$ cat src/rtl/flash_probe_pkg.sv
// Package: shared constants and the sequencer step type for the flash
// identification prober. Assumes a byte-wide flash with 16-bit command
// addresses.
package flash_probe_pkg;

    localparam int BYTE_W = 8;
    localparam int ID_W   = 2 * BYTE_W;

    localparam logic [BYTE_W-1:0] CONT_CODE  = 8'h7F;
    localparam logic [BYTE_W-1:0] KEY_FIRST  = 8'hAA;
    localparam logic [BYTE_W-1:0] KEY_SECOND = 8'h55;
    localparam logic [BYTE_W-1:0] CMD_ENTER  = 8'h90;
    localparam logic [BYTE_W-1:0] CMD_LEAVE  = 8'hF0;

    localparam logic [15:0] ADR_KEY_FIRST  = 16'h5555;
    localparam logic [15:0] ADR_KEY_SECOND = 16'h2AAA;
    localparam logic [15:0] ADR_MAKER      = 16'h0000;
    localparam logic [15:0] ADR_PART       = 16'h0001;
    localparam logic [15:0] ADR_MAKER_EXT  = 16'h0100;
    localparam logic [15:0] ADR_PART_EXT   = 16'h0101;

    typedef enum logic [4:0] {
        ST_IDLE,
        ST_EN_A, ST_EN_A_GAP,
        ST_EN_B, ST_EN_B_GAP,
        ST_EN_C, ST_SETTLE,
        ST_RD_MFR, ST_RD_DEV, ST_RD_MFR_X, ST_RD_DEV_X,
        ST_EX_A, ST_EX_A_GAP,
        ST_EX_B, ST_EX_B_GAP,
        ST_EX_C, ST_EX_WAIT,
        ST_FINISH
    } probe_step_t;

endpackage

$ cat src/rtl/probe_bus_port.sv
// Module: probe_bus_port
// Runs one byte-bus access at a time. A request is taken only while no strobe
// is up. The strobe, address and data are held until bus_ack is high. A
// one-cycle fin pulse then returns the byte read.
// Assumes the requester waits for fin before it requests again.
module probe_bus_port #(
    parameter int ADDR_W = 16,
    parameter int DATA_W = 8
) (
    input  logic              clk,
    input  logic              rst_n,
    input  logic              req,
    input  logic              req_wr,
    input  logic [ADDR_W-1:0] req_addr,
    input  logic [DATA_W-1:0] req_wdata,
    input  logic [DATA_W-1:0] bus_rdata,
    input  logic              bus_ack,
    output logic [ADDR_W-1:0] bus_addr,
    output logic [DATA_W-1:0] bus_wdata,
    output logic              bus_wr,
    output logic              bus_rd,
    output logic              fin,
    output logic [DATA_W-1:0] fin_data
);

    logic active;
    assign active = bus_wr || bus_rd;

    // Launch a request, hold it until acknowledged, then report completion.
    always_ff @(posedge clk) begin
        if (!rst_n) begin
            bus_addr  <= '0;
            bus_wdata <= '0;
            bus_wr    <= 1'b0;
            bus_rd    <= 1'b0;
            fin       <= 1'b0;
            fin_data  <= '0;
        end else begin
            fin <= 1'b0;
            if (active && bus_ack) begin
                bus_wr   <= 1'b0;
                bus_rd   <= 1'b0;
                fin      <= 1'b1;
                fin_data <= bus_rdata;
            end else if (req && !active) begin
                bus_addr  <= req_addr;
                bus_wdata <= req_wdata;
                bus_wr    <= req_wr;
                bus_rd    <= !req_wr;
            end
        end
    end

    // the two strobes never overlap
    a_r8_one_strobe: assert property (@(posedge clk) disable iff (!rst_n)
        !(bus_wr && bus_rd));

    // an unacknowledged access holds its strobe, address and data
    a_r8_hold_until_ack: assert property (@(posedge clk) disable iff (!rst_n)
        (active && !bus_ack) |=> (active && $stable(bus_addr)
                                  && $stable(bus_wdata) && $stable(bus_wr)));

    // completion is reported only for an access that was acknowledged
    a_r8_fin_after_ack: assert property (@(posedge clk) disable iff (!rst_n)
        fin |-> !active);

endmodule

$ cat src/rtl/probe_delay_timer.sv
// Module: probe_delay_timer
// Down-counter for the settling windows. A load sets the count, which then
// falls by one each cycle and stops at zero. idle is high at zero.
// Assumes the count is loaded only when the sequencer enters a wait step.
module probe_delay_timer #(
    parameter int CNT_W = 8
) (
    input  logic             clk,
    input  logic             rst_n,
    input  logic             load,
    input  logic [CNT_W-1:0] load_val,
    output logic             idle
);

    logic [CNT_W-1:0] count;

    // Load or count down toward zero.
    always_ff @(posedge clk) begin
        if (!rst_n) begin
            count <= '0;
        end else if (load) begin
            count <= load_val;
        end else if (count != '0) begin
            count <= count - 1'b1;
        end
    end

    assign idle = (count == '0);

    // without a load the count never grows
    a_r2_no_growth: assert property (@(posedge clk) disable iff (!rst_n)
        !load |=> count <= $past(count));

endmodule

$ cat src/rtl/probe_id_eval.sv
// Module: probe_id_eval
// Combinational judge of the codes read. It checks the last manufacturer byte
// for odd parity, and compares each extended field with its expected value.
// Assumes its inputs are stable when the sequencer finishes.
module probe_id_eval
    import flash_probe_pkg::*;
(
    input  logic [ID_W-1:0]   mfr_id,
    input  logic [ID_W-1:0]   dev_id,
    input  logic [BYTE_W-1:0] last_mfr,
    input  logic [ID_W-1:0]   exp_mfr,
    input  logic [ID_W-1:0]   exp_dev,
    output logic              odd_ok,
    output logic              equal
);

    logic [1:0] field_eq;
    logic [ID_W-1:0] got  [2];
    logic [ID_W-1:0] want [2];

    assign got[0]  = mfr_id;
    assign got[1]  = dev_id;
    assign want[0] = exp_mfr;
    assign want[1] = exp_dev;

    // One full-width comparator per code field.
    for (genvar f = 0; f < 2; f++) begin : g_field
        assign field_eq[f] = (got[f] == want[f]);
    end

    assign equal  = &field_eq;
    assign odd_ok = ^last_mfr;

endmodule

$ cat src/rtl/probe_seq.sv
// Module: probe_seq
// Step sequencer for one probe. It walks the entry writes, the settling waits,
// the reads (with continuation extension) and the exit writes. Each access is
// sent to the bus port, and the sequencer waits for its fin pulse.
// Assumes the delay parameters fit in CNT_W bits.
module probe_seq
    import flash_probe_pkg::*;
#(
    parameter int ADDR_W    = 16,
    parameter int CNT_W     = 8,
    parameter int GAP_CYC   = 3,
    parameter int ENTRY_CYC = 20,
    parameter int EXIT_CYC  = 8
) (
    input  logic              clk,
    input  logic              rst_n,
    input  logic              start,
    input  logic              fin,
    input  logic [BYTE_W-1:0] fin_data,
    input  logic              tmr_idle,
    output logic              req,
    output logic              req_wr,
    output logic [ADDR_W-1:0] req_addr,
    output logic [BYTE_W-1:0] req_wdata,
    output logic              tmr_load,
    output logic [CNT_W-1:0]  tmr_val,
    output logic              busy,
    output logic              finish,
    output logic [ID_W-1:0]   mfr_id,
    output logic [ID_W-1:0]   dev_id,
    output logic [BYTE_W-1:0] last_mfr
);

    probe_step_t step, nxt;
    logic        issued;
    logic        is_acc;
    logic        is_wait;

    // Decode the current step into an access or a wait, and pick its successor.
    always_comb begin
        is_acc    = 1'b0;
        is_wait   = 1'b0;
        req_wr    = 1'b0;
        req_addr  = '0;
        req_wdata = '0;
        tmr_val   = '0;
        nxt       = step;
        case (step)
            ST_EN_A: begin
                is_acc = 1'b1; req_wr = 1'b1; req_addr = ADDR_W'(ADR_KEY_FIRST);
                req_wdata = KEY_FIRST; tmr_val = CNT_W'(GAP_CYC); nxt = ST_EN_A_GAP;
            end
            ST_EN_B: begin
                is_acc = 1'b1; req_wr = 1'b1; req_addr = ADDR_W'(ADR_KEY_SECOND);
                req_wdata = KEY_SECOND; tmr_val = CNT_W'(GAP_CYC); nxt = ST_EN_B_GAP;
            end
            ST_EN_C: begin
                is_acc = 1'b1; req_wr = 1'b1; req_addr = ADDR_W'(ADR_KEY_FIRST);
                req_wdata = CMD_ENTER; tmr_val = CNT_W'(ENTRY_CYC); nxt = ST_SETTLE;
            end
            ST_RD_MFR: begin
                is_acc = 1'b1; req_addr = ADDR_W'(ADR_MAKER); nxt = ST_RD_DEV;
            end
            ST_RD_DEV: begin
                is_acc = 1'b1; req_addr = ADDR_W'(ADR_PART);
                if (mfr_id[BYTE_W-1:0] == CONT_CODE) nxt = ST_RD_MFR_X;
                else if (fin_data == CONT_CODE)      nxt = ST_RD_DEV_X;
                else                                 nxt = ST_EX_A;
            end
            ST_RD_MFR_X: begin
                is_acc = 1'b1; req_addr = ADDR_W'(ADR_MAKER_EXT);
                nxt = (dev_id[BYTE_W-1:0] == CONT_CODE) ? ST_RD_DEV_X : ST_EX_A;
            end
            ST_RD_DEV_X: begin
                is_acc = 1'b1; req_addr = ADDR_W'(ADR_PART_EXT); nxt = ST_EX_A;
            end
            ST_EX_A: begin
                is_acc = 1'b1; req_wr = 1'b1; req_addr = ADDR_W'(ADR_KEY_FIRST);
                req_wdata = KEY_FIRST; tmr_val = CNT_W'(GAP_CYC); nxt = ST_EX_A_GAP;
            end
            ST_EX_B: begin
                is_acc = 1'b1; req_wr = 1'b1; req_addr = ADDR_W'(ADR_KEY_SECOND);
                req_wdata = KEY_SECOND; tmr_val = CNT_W'(GAP_CYC); nxt = ST_EX_B_GAP;
            end
            ST_EX_C: begin
                is_acc = 1'b1; req_wr = 1'b1; req_addr = ADDR_W'(ADR_KEY_FIRST);
                req_wdata = CMD_LEAVE; tmr_val = CNT_W'(EXIT_CYC); nxt = ST_EX_WAIT;
            end
            ST_EN_A_GAP: begin is_wait = 1'b1; nxt = ST_EN_B;  end
            ST_EN_B_GAP: begin is_wait = 1'b1; nxt = ST_EN_C;  end
            ST_SETTLE:   begin is_wait = 1'b1; nxt = ST_RD_MFR; end
            ST_EX_A_GAP: begin is_wait = 1'b1; nxt = ST_EX_B;  end
            ST_EX_B_GAP: begin is_wait = 1'b1; nxt = ST_EX_C;  end
            ST_EX_WAIT:  begin is_wait = 1'b1; nxt = ST_FINISH; end
            ST_FINISH:   nxt = ST_IDLE;
            default:     nxt = ST_IDLE;
        endcase
    end

    assign req      = is_acc && !issued;
    assign tmr_load = is_acc && fin;
    assign busy     = (step != ST_IDLE);
    assign finish   = (step == ST_FINISH);

    // Advance the steps and capture the code bytes as reads complete.
    always_ff @(posedge clk) begin
        if (!rst_n) begin
            step     <= ST_IDLE;
            issued   <= 1'b0;
            mfr_id   <= '0;
            dev_id   <= '0;
            last_mfr <= '0;
        end else if (step == ST_IDLE) begin
            if (start) begin
                step   <= ST_EN_A;
                mfr_id <= '0;
                dev_id <= '0;
            end
        end else if (is_acc) begin
            if (req) issued <= 1'b1;
            if (fin) begin
                issued <= 1'b0;
                step   <= nxt;
                case (step)
                    ST_RD_MFR: begin
                        mfr_id   <= {{BYTE_W{1'b0}}, fin_data};
                        last_mfr <= fin_data;
                    end
                    ST_RD_DEV:   dev_id <= {{BYTE_W{1'b0}}, fin_data};
                    ST_RD_MFR_X: begin
                        mfr_id   <= {mfr_id[BYTE_W-1:0], fin_data};
                        last_mfr <= fin_data;
                    end
                    ST_RD_DEV_X: dev_id <= {dev_id[BYTE_W-1:0], fin_data};
                    default: ;
                endcase
            end
        end else if (is_wait) begin
            if (tmr_idle) step <= nxt;
        end else begin
            step <= nxt;
        end
    end

    // finishing always returns the sequencer to idle on the next cycle
    a_r9_finish_once: assert property (@(posedge clk) disable iff (!rst_n)
        finish |=> !busy);

    // a start while running leaves the step unchanged unless fin or the timer moves it
    a_r9_start_ignored: assert property (@(posedge clk) disable iff (!rst_n)
        (busy && start && is_acc && !fin) |=> (step == $past(step)));

endmodule

$ cat src/rtl/flash_id_probe.sv
// Module: flash_id_probe (top)
// Probes a parallel flash for its extended manufacturer and device codes over
// a strobe/acknowledge byte bus, then registers the match and parity results.
// Assumes ADDR_W of at least 16 and delays given in clock cycles.
module flash_id_probe
    import flash_probe_pkg::*;
#(
    parameter int ADDR_W    = 16,
    parameter int GAP_CYC   = 1000,
    parameter int ENTRY_CYC = 1000000,
    parameter int EXIT_CYC  = 4000
) (
    input  logic              clk,
    input  logic              rst_n,
    input  logic              start,
    input  logic [15:0]       exp_mfr,
    input  logic [15:0]       exp_dev,
    output logic [ADDR_W-1:0] bus_addr,
    output logic [7:0]        bus_wdata,
    input  logic [7:0]        bus_rdata,
    output logic              bus_wr,
    output logic              bus_rd,
    input  logic              bus_ack,
    output logic              busy,
    output logic              done,
    output logic              match,
    output logic              parity_err,
    output logic [15:0]       mfr_id,
    output logic [15:0]       dev_id
);

    localparam int MAX_A   = (GAP_CYC > EXIT_CYC) ? GAP_CYC : EXIT_CYC;
    localparam int MAX_CYC = (ENTRY_CYC > MAX_A) ? ENTRY_CYC : MAX_A;
    localparam int CNT_W   = $clog2(MAX_CYC + 1) < 1 ? 1 : $clog2(MAX_CYC + 1);

    logic              req, req_wr, fin, tmr_load, tmr_idle, finish;
    logic [ADDR_W-1:0] req_addr;
    logic [BYTE_W-1:0] req_wdata, fin_data, last_mfr;
    logic [CNT_W-1:0]  tmr_val;
    logic [ID_W-1:0]   run_mfr, run_dev;
    logic              odd_ok, equal;

    probe_seq #(
        .ADDR_W(ADDR_W), .CNT_W(CNT_W), .GAP_CYC(GAP_CYC),
        .ENTRY_CYC(ENTRY_CYC), .EXIT_CYC(EXIT_CYC)
    ) u_seq (
        .clk(clk), .rst_n(rst_n), .start(start), .fin(fin), .fin_data(fin_data),
        .tmr_idle(tmr_idle), .req(req), .req_wr(req_wr), .req_addr(req_addr),
        .req_wdata(req_wdata), .tmr_load(tmr_load), .tmr_val(tmr_val),
        .busy(busy), .finish(finish), .mfr_id(run_mfr), .dev_id(run_dev),
        .last_mfr(last_mfr)
    );

    probe_bus_port #(.ADDR_W(ADDR_W), .DATA_W(BYTE_W)) u_port (
        .clk(clk), .rst_n(rst_n), .req(req), .req_wr(req_wr),
        .req_addr(req_addr), .req_wdata(req_wdata), .bus_rdata(bus_rdata),
        .bus_ack(bus_ack), .bus_addr(bus_addr), .bus_wdata(bus_wdata),
        .bus_wr(bus_wr), .bus_rd(bus_rd), .fin(fin), .fin_data(fin_data)
    );

    probe_delay_timer #(.CNT_W(CNT_W)) u_timer (
        .clk(clk), .rst_n(rst_n), .load(tmr_load), .load_val(tmr_val),
        .idle(tmr_idle)
    );

    probe_id_eval u_eval (
        .mfr_id(run_mfr), .dev_id(run_dev), .last_mfr(last_mfr),
        .exp_mfr(exp_mfr), .exp_dev(exp_dev), .odd_ok(odd_ok), .equal(equal)
    );

    // Register the results when a probe finishes and hold them until the next one.
    always_ff @(posedge clk) begin
        if (!rst_n) begin
            done       <= 1'b0;
            match      <= 1'b0;
            parity_err <= 1'b0;
            mfr_id     <= '0;
            dev_id     <= '0;
        end else begin
            done <= finish;
            if (finish) begin
                match      <= equal;
                parity_err <= !odd_ok;
                mfr_id     <= run_mfr;
                dev_id     <= run_dev;
            end
        end
    end

    // done lasts exactly one cycle
    a_r9_done_pulse: assert property (@(posedge clk) disable iff (!rst_n)
        done |=> !done);

    // the entry command goes to the first key address
    a_r1_entry_addr: assert property (@(posedge clk) disable iff (!rst_n)
        (bus_wr && bus_wdata == CMD_ENTER) |-> bus_addr == ADDR_W'(ADR_KEY_FIRST));

    // the exit command goes to the first key address
    a_r5_exit_addr: assert property (@(posedge clk) disable iff (!rst_n)
        (bus_wr && bus_wdata == CMD_LEAVE) |-> bus_addr == ADDR_W'(ADR_KEY_FIRST));

    // a reported match agrees with the expected inputs at completion
    a_r7_match_means_equal: assert property (@(posedge clk) disable iff (!rst_n)
        (done && match) |-> (mfr_id == $past(exp_mfr) && dev_id == $past(exp_dev)));

    // no strobe while idle
    a_r10_idle_quiet: assert property (@(posedge clk) disable iff (!rst_n)
        !busy |-> !(bus_wr || bus_rd));

endmodule

$ cat config.mk
export PLATFORM = sky130hd
export DESIGN_NAME = flash_id_probe
export DESIGN_NICKNAME = d
export VERILOG_FILES = /design/src/rtl/flash_probe_pkg.sv /design/src/rtl/probe_bus_port.sv /design/src/rtl/probe_delay_timer.sv /design/src/rtl/probe_id_eval.sv /design/src/rtl/probe_seq.sv /design/src/rtl/flash_id_probe.sv
export SDC_FILE = /design/constraint.sdc
export NUM_CORES = 1
export LEC_CHECK = 0
export ABC_CLOCK_PERIOD_IN_PS = 2930
export BUFFER_PORTS_ARGS = -buffer_cell sky130_fd_sc_hd__buf_4
export CELL_PAD_IN_SITES_DETAIL_PLACEMENT = 1
export CELL_PAD_IN_SITES_GLOBAL_PLACEMENT = 1
export CORE_MARGIN = 10
export CORE_UTILIZATION = 44
export CTS_CLUSTER_SIZE = 8
export DETAILED_ROUTE_END_ITERATION = 12
export PLACE_DENSITY = 0.89
export SYNTH_ARGS = -nofsm -noshare
export SYNTH_HDL_FRONTEND = slang
export SYNTH_SLANG_ARGS = --single-unit
$ cat constraint.sdc
create_clock -name clk -period 2.93 [get_ports clk]
set_input_delay 0.1465 -clock clk [delete_from_list [all_inputs] [get_ports clk]]
set_output_delay 0.1465 -clock clk [all_outputs]
set_load 0.05 [all_outputs]
==> results.ini <==
[sta]
relSlewSlack_pct=51.5
fin_tns_setup_ps=0
slew_violations=0
setup_viol=0
rsz0062_at_grt=false
fmax_ghz=0.403
period_minus_slack_ps=2480
worst_slew_pin_slew_ps=720
skew_ps=7.08
setup_ws_ps=446
fin_crit_sh_pct=84.8
hold_violations=0

[cts]
insertion_delay_ps=430
cts_buffer_depth=2
numCtsBuffers=17
path_clk_slew_ps=60
cts_sinks=122
clk_root_buffer_cell=clkbuf_16
cts_tree=done
cts_setup_buffers=0
cts.htree.levels=4

[critical_path]
cp-end-kind=register
worst_ep_required_time_ps=3270
cp_data_arrival_time_ps=2830
start_kind=register
crit_start=u_seq.step[1]$_SDFFE_PN0P_
critical_path_class=register to register
reg2reg_from=u_seq.step[1]$_SDFFE_PN0P_
worstPathMaxFanout=16

[synthesis]
synth_cell_types=61
ys_seq_area_share_pct=45.3
synthFlopType=dfxtp_1
async_reset_ff_share_pct=0
synth-edff-count=0
yosysTopAreaCellShare_pct=45.3
synth_commonest_cells=dfxtp_1 (122), nand2_1 (107), a21oi_1 (63)
post-synth-top-area-cell=dfxtp_1
synth.top_cells.by_area=dfxtp_1 (45%), xnor2_1 (8.4%), nand2_1 (7.4%), a21oi_1 (5.8%), a22o_1 (3.9%)
ys_ff_latch=122
syn_nets=678
syn_area_um2=5390
ys_warn_count=0
avgSynthCellArea_um2=8.53
synthCells=632
yosysMostFrequentCell=dfxtp_1

[power_and_ir_drop]
p_int_mw=3.98
p_per_area_nw_per_um2=906
p_switching_mw=2.26
p_clk_share_pct=36.2
vdd_ir_drop_max_mv=0.423
leakagePower_nw=2.63
power_frac_comb_pct=30.4
seqPwrFrac_pct=33.4
switching_share_pct=36.2

[route]
first_pass_iters=5
met1_length_um=7360
postRouteAntennaNets=0
routed_wl_um=18400
met3_length_um=1370
vias_per_cell=5.87
topRoutingLayerUsed=met4
wl_per_cell_um=20.8
drt-initial-drc-count=516
vias=5173
dr_wl_met2_um=9060
drc=0

[cells_and_area]
drive_gt1_share_pct=21.4
syn_to_final_growth_pct=27.5
fin_cells=882
post-route-cell-area_um2=6880
fin_util_pct=57.3
antenna_cells=0
fin_nets=768

[flow_run]
drv_cap=0

[placement]
place_ws_ps=323
hpwl_um=12800
place_area_um2=6150
globalplace.congestion=0.908
dp_cells=842
io_buffer_count=104

[grt]
grt_pass1_vias=5404
gr-total-overflow=0
grt_pass1_wl_um=29000
track_usage_pct=21.8
grt_max_degree=38
antenna_found_initial=0

[floorplanning]
ios=106
die_w_um=131
core_area_um2=12000
start_util_pct=44.9
die_h_um=131
die_area_um2=17100
row_count=40

[worst_hold_path]
min_path_type=input pin to register
hold_path.startpoint=rst_n

[outcome]
status=completed

## area by class of cell
type,count,area [um^2]
Clock buffer,18,439
Clock inverter,14,196
Inverter,8,30.0
Tap cell,147,184
Fill cell,1384,5130
Sequential cell,122,2440
Multi-Input combinational cell,454,2670
Timing Repair Buffer,119,913
## cell families (layout without fill, tap and decap cells)
logic type | after synthesis | in the layout | synth area share, %
multiplexers | 10 | 10 | 1.86
XOR/XNOR | 54 | 54 | 8.77
adder cells (fa/ha/maj) | 2 | 2 | 0.464
other | 1 | 1 | 0.0695
buffers and inverters | 56 | 159 | 5.36
AND/OR/NAND/NOR | 254 | 254 | 22.8
flip-flops | 122 | 122 | 45.3
AO/OA/AOI/OAI | 133 | 133 | 15.4
## registers in the layout (all words and copies together) (netlist names), 4 cells and up
register and flops:
u_seq.step 5, dev_id 16, mfr_id 16, u_timer.count 20, u_port.bus_addr 4, u_port.fin_data 8, u_seq.dev_id 16, u_port.bus_wdata 6
u_seq.last_mfr 8, u_seq.mfr_id 16
## through the flow
| step | hold slack (ps) | total power [mW] |
|---|---|---|
| 2_1_floorplan | 272 | 3.47 |
| 3_3_place_gp | 356 | 3.82 |
| 3_5_place_dp | 360 | 3.93 |
| 4_1_cts | 115 | 6.23 |
| 5_1_grt | 132 | 6.54 |
| 6_report | 130 | 6.23 |
## final timing paths
path / to / slack, ps / cells past startpoint
setup reg to reg: u_seq.dev_id[6]$_SDFFE_PN0P_ / 450 / 6
setup / recovery: u_seq.dev_id[6]$_SDFFE_PN0P_ / 450 / 6
hold reg to reg: dev_id[13]$_SDFFE_PN0P_ / 450 / 2
hold / removal: u_seq.step[0]$_SDFFE_PN0P_ / 130 / 2
## worst max-delay path, stage by stage (launching register included)
cell     delay, ps
dfxtp_1        460
nor3_2         360
and2_1         310
inv_1          260
o21ai_2        620
nand3_1        170
a21oi_1        210
## power by group through the flow
stage,Clock (mW),Sequential (mW),Combinational [mW]
after global placement,0,2.08,1.74
after detailed placement,0,2.11,1.83
after global routing,2.36,2.11,2.07
final,2.26,2.08,1.89
after floorplan,0,2.10,1.37
after CTS,2.28,2.07,1.88
## cell usage in the layout, fill, tap and decap left out, types with 3 or more instances in the layout
| master | netlist | routed |
|---|---|---|
| nor4_1 | 9 | 9 |
| dfxtp_1 | 122 | 122 |
| a22o_1 | 24 | 24 |
| o21ai_0 | 17 | 17 |
| nand2b_1 | 4 | 4 |
| clkinvlp_4 | 0 | 3 |
| nand2_1 | 107 | 107 |
| nand4_1 | 13 | 13 |
| dlygate4sd3_1 | 0 | 8 |
| a21oi_1 | 63 | 63 |
| and2_1 | 5 | 5 |
| buf_4 | 15 | 111 |
| inv_1 | 7 | 7 |
| nor2b_1 | 6 | 6 |
| bufinv_16 | 0 | 4 |
| mux2i_1 | 10 | 10 |
| nor3_1 | 7 | 7 |
| o22ai_1 | 3 | 3 |
| nor2_1 | 39 | 38 |
| nand3_1 | 37 | 37 |
| or4_1 | 4 | 4 |
| a31oi_1 | 4 | 4 |
| clkbuf_16 | 0 | 17 |
| clkinv_4 | 0 | 4 |
| xnor2_1 | 52 | 52 |
| or3_1 | 4 | 4 |
## layer usage
metal	vias up	global-route usage, %
met5	-	0
met4	0	9.22
met3	62	7.01
met2	216	36.0
met1	2517	25.5
li1	2378	-
## what timing repair did
item / in CTS / in global routing
hold buffers: 8 / 0
endpoints found under the hold margin: 8 / 0
setup endpoints to repair: 0 / 1
resized for setup: 0 / 1
Power figures use the tool's default switching activity.
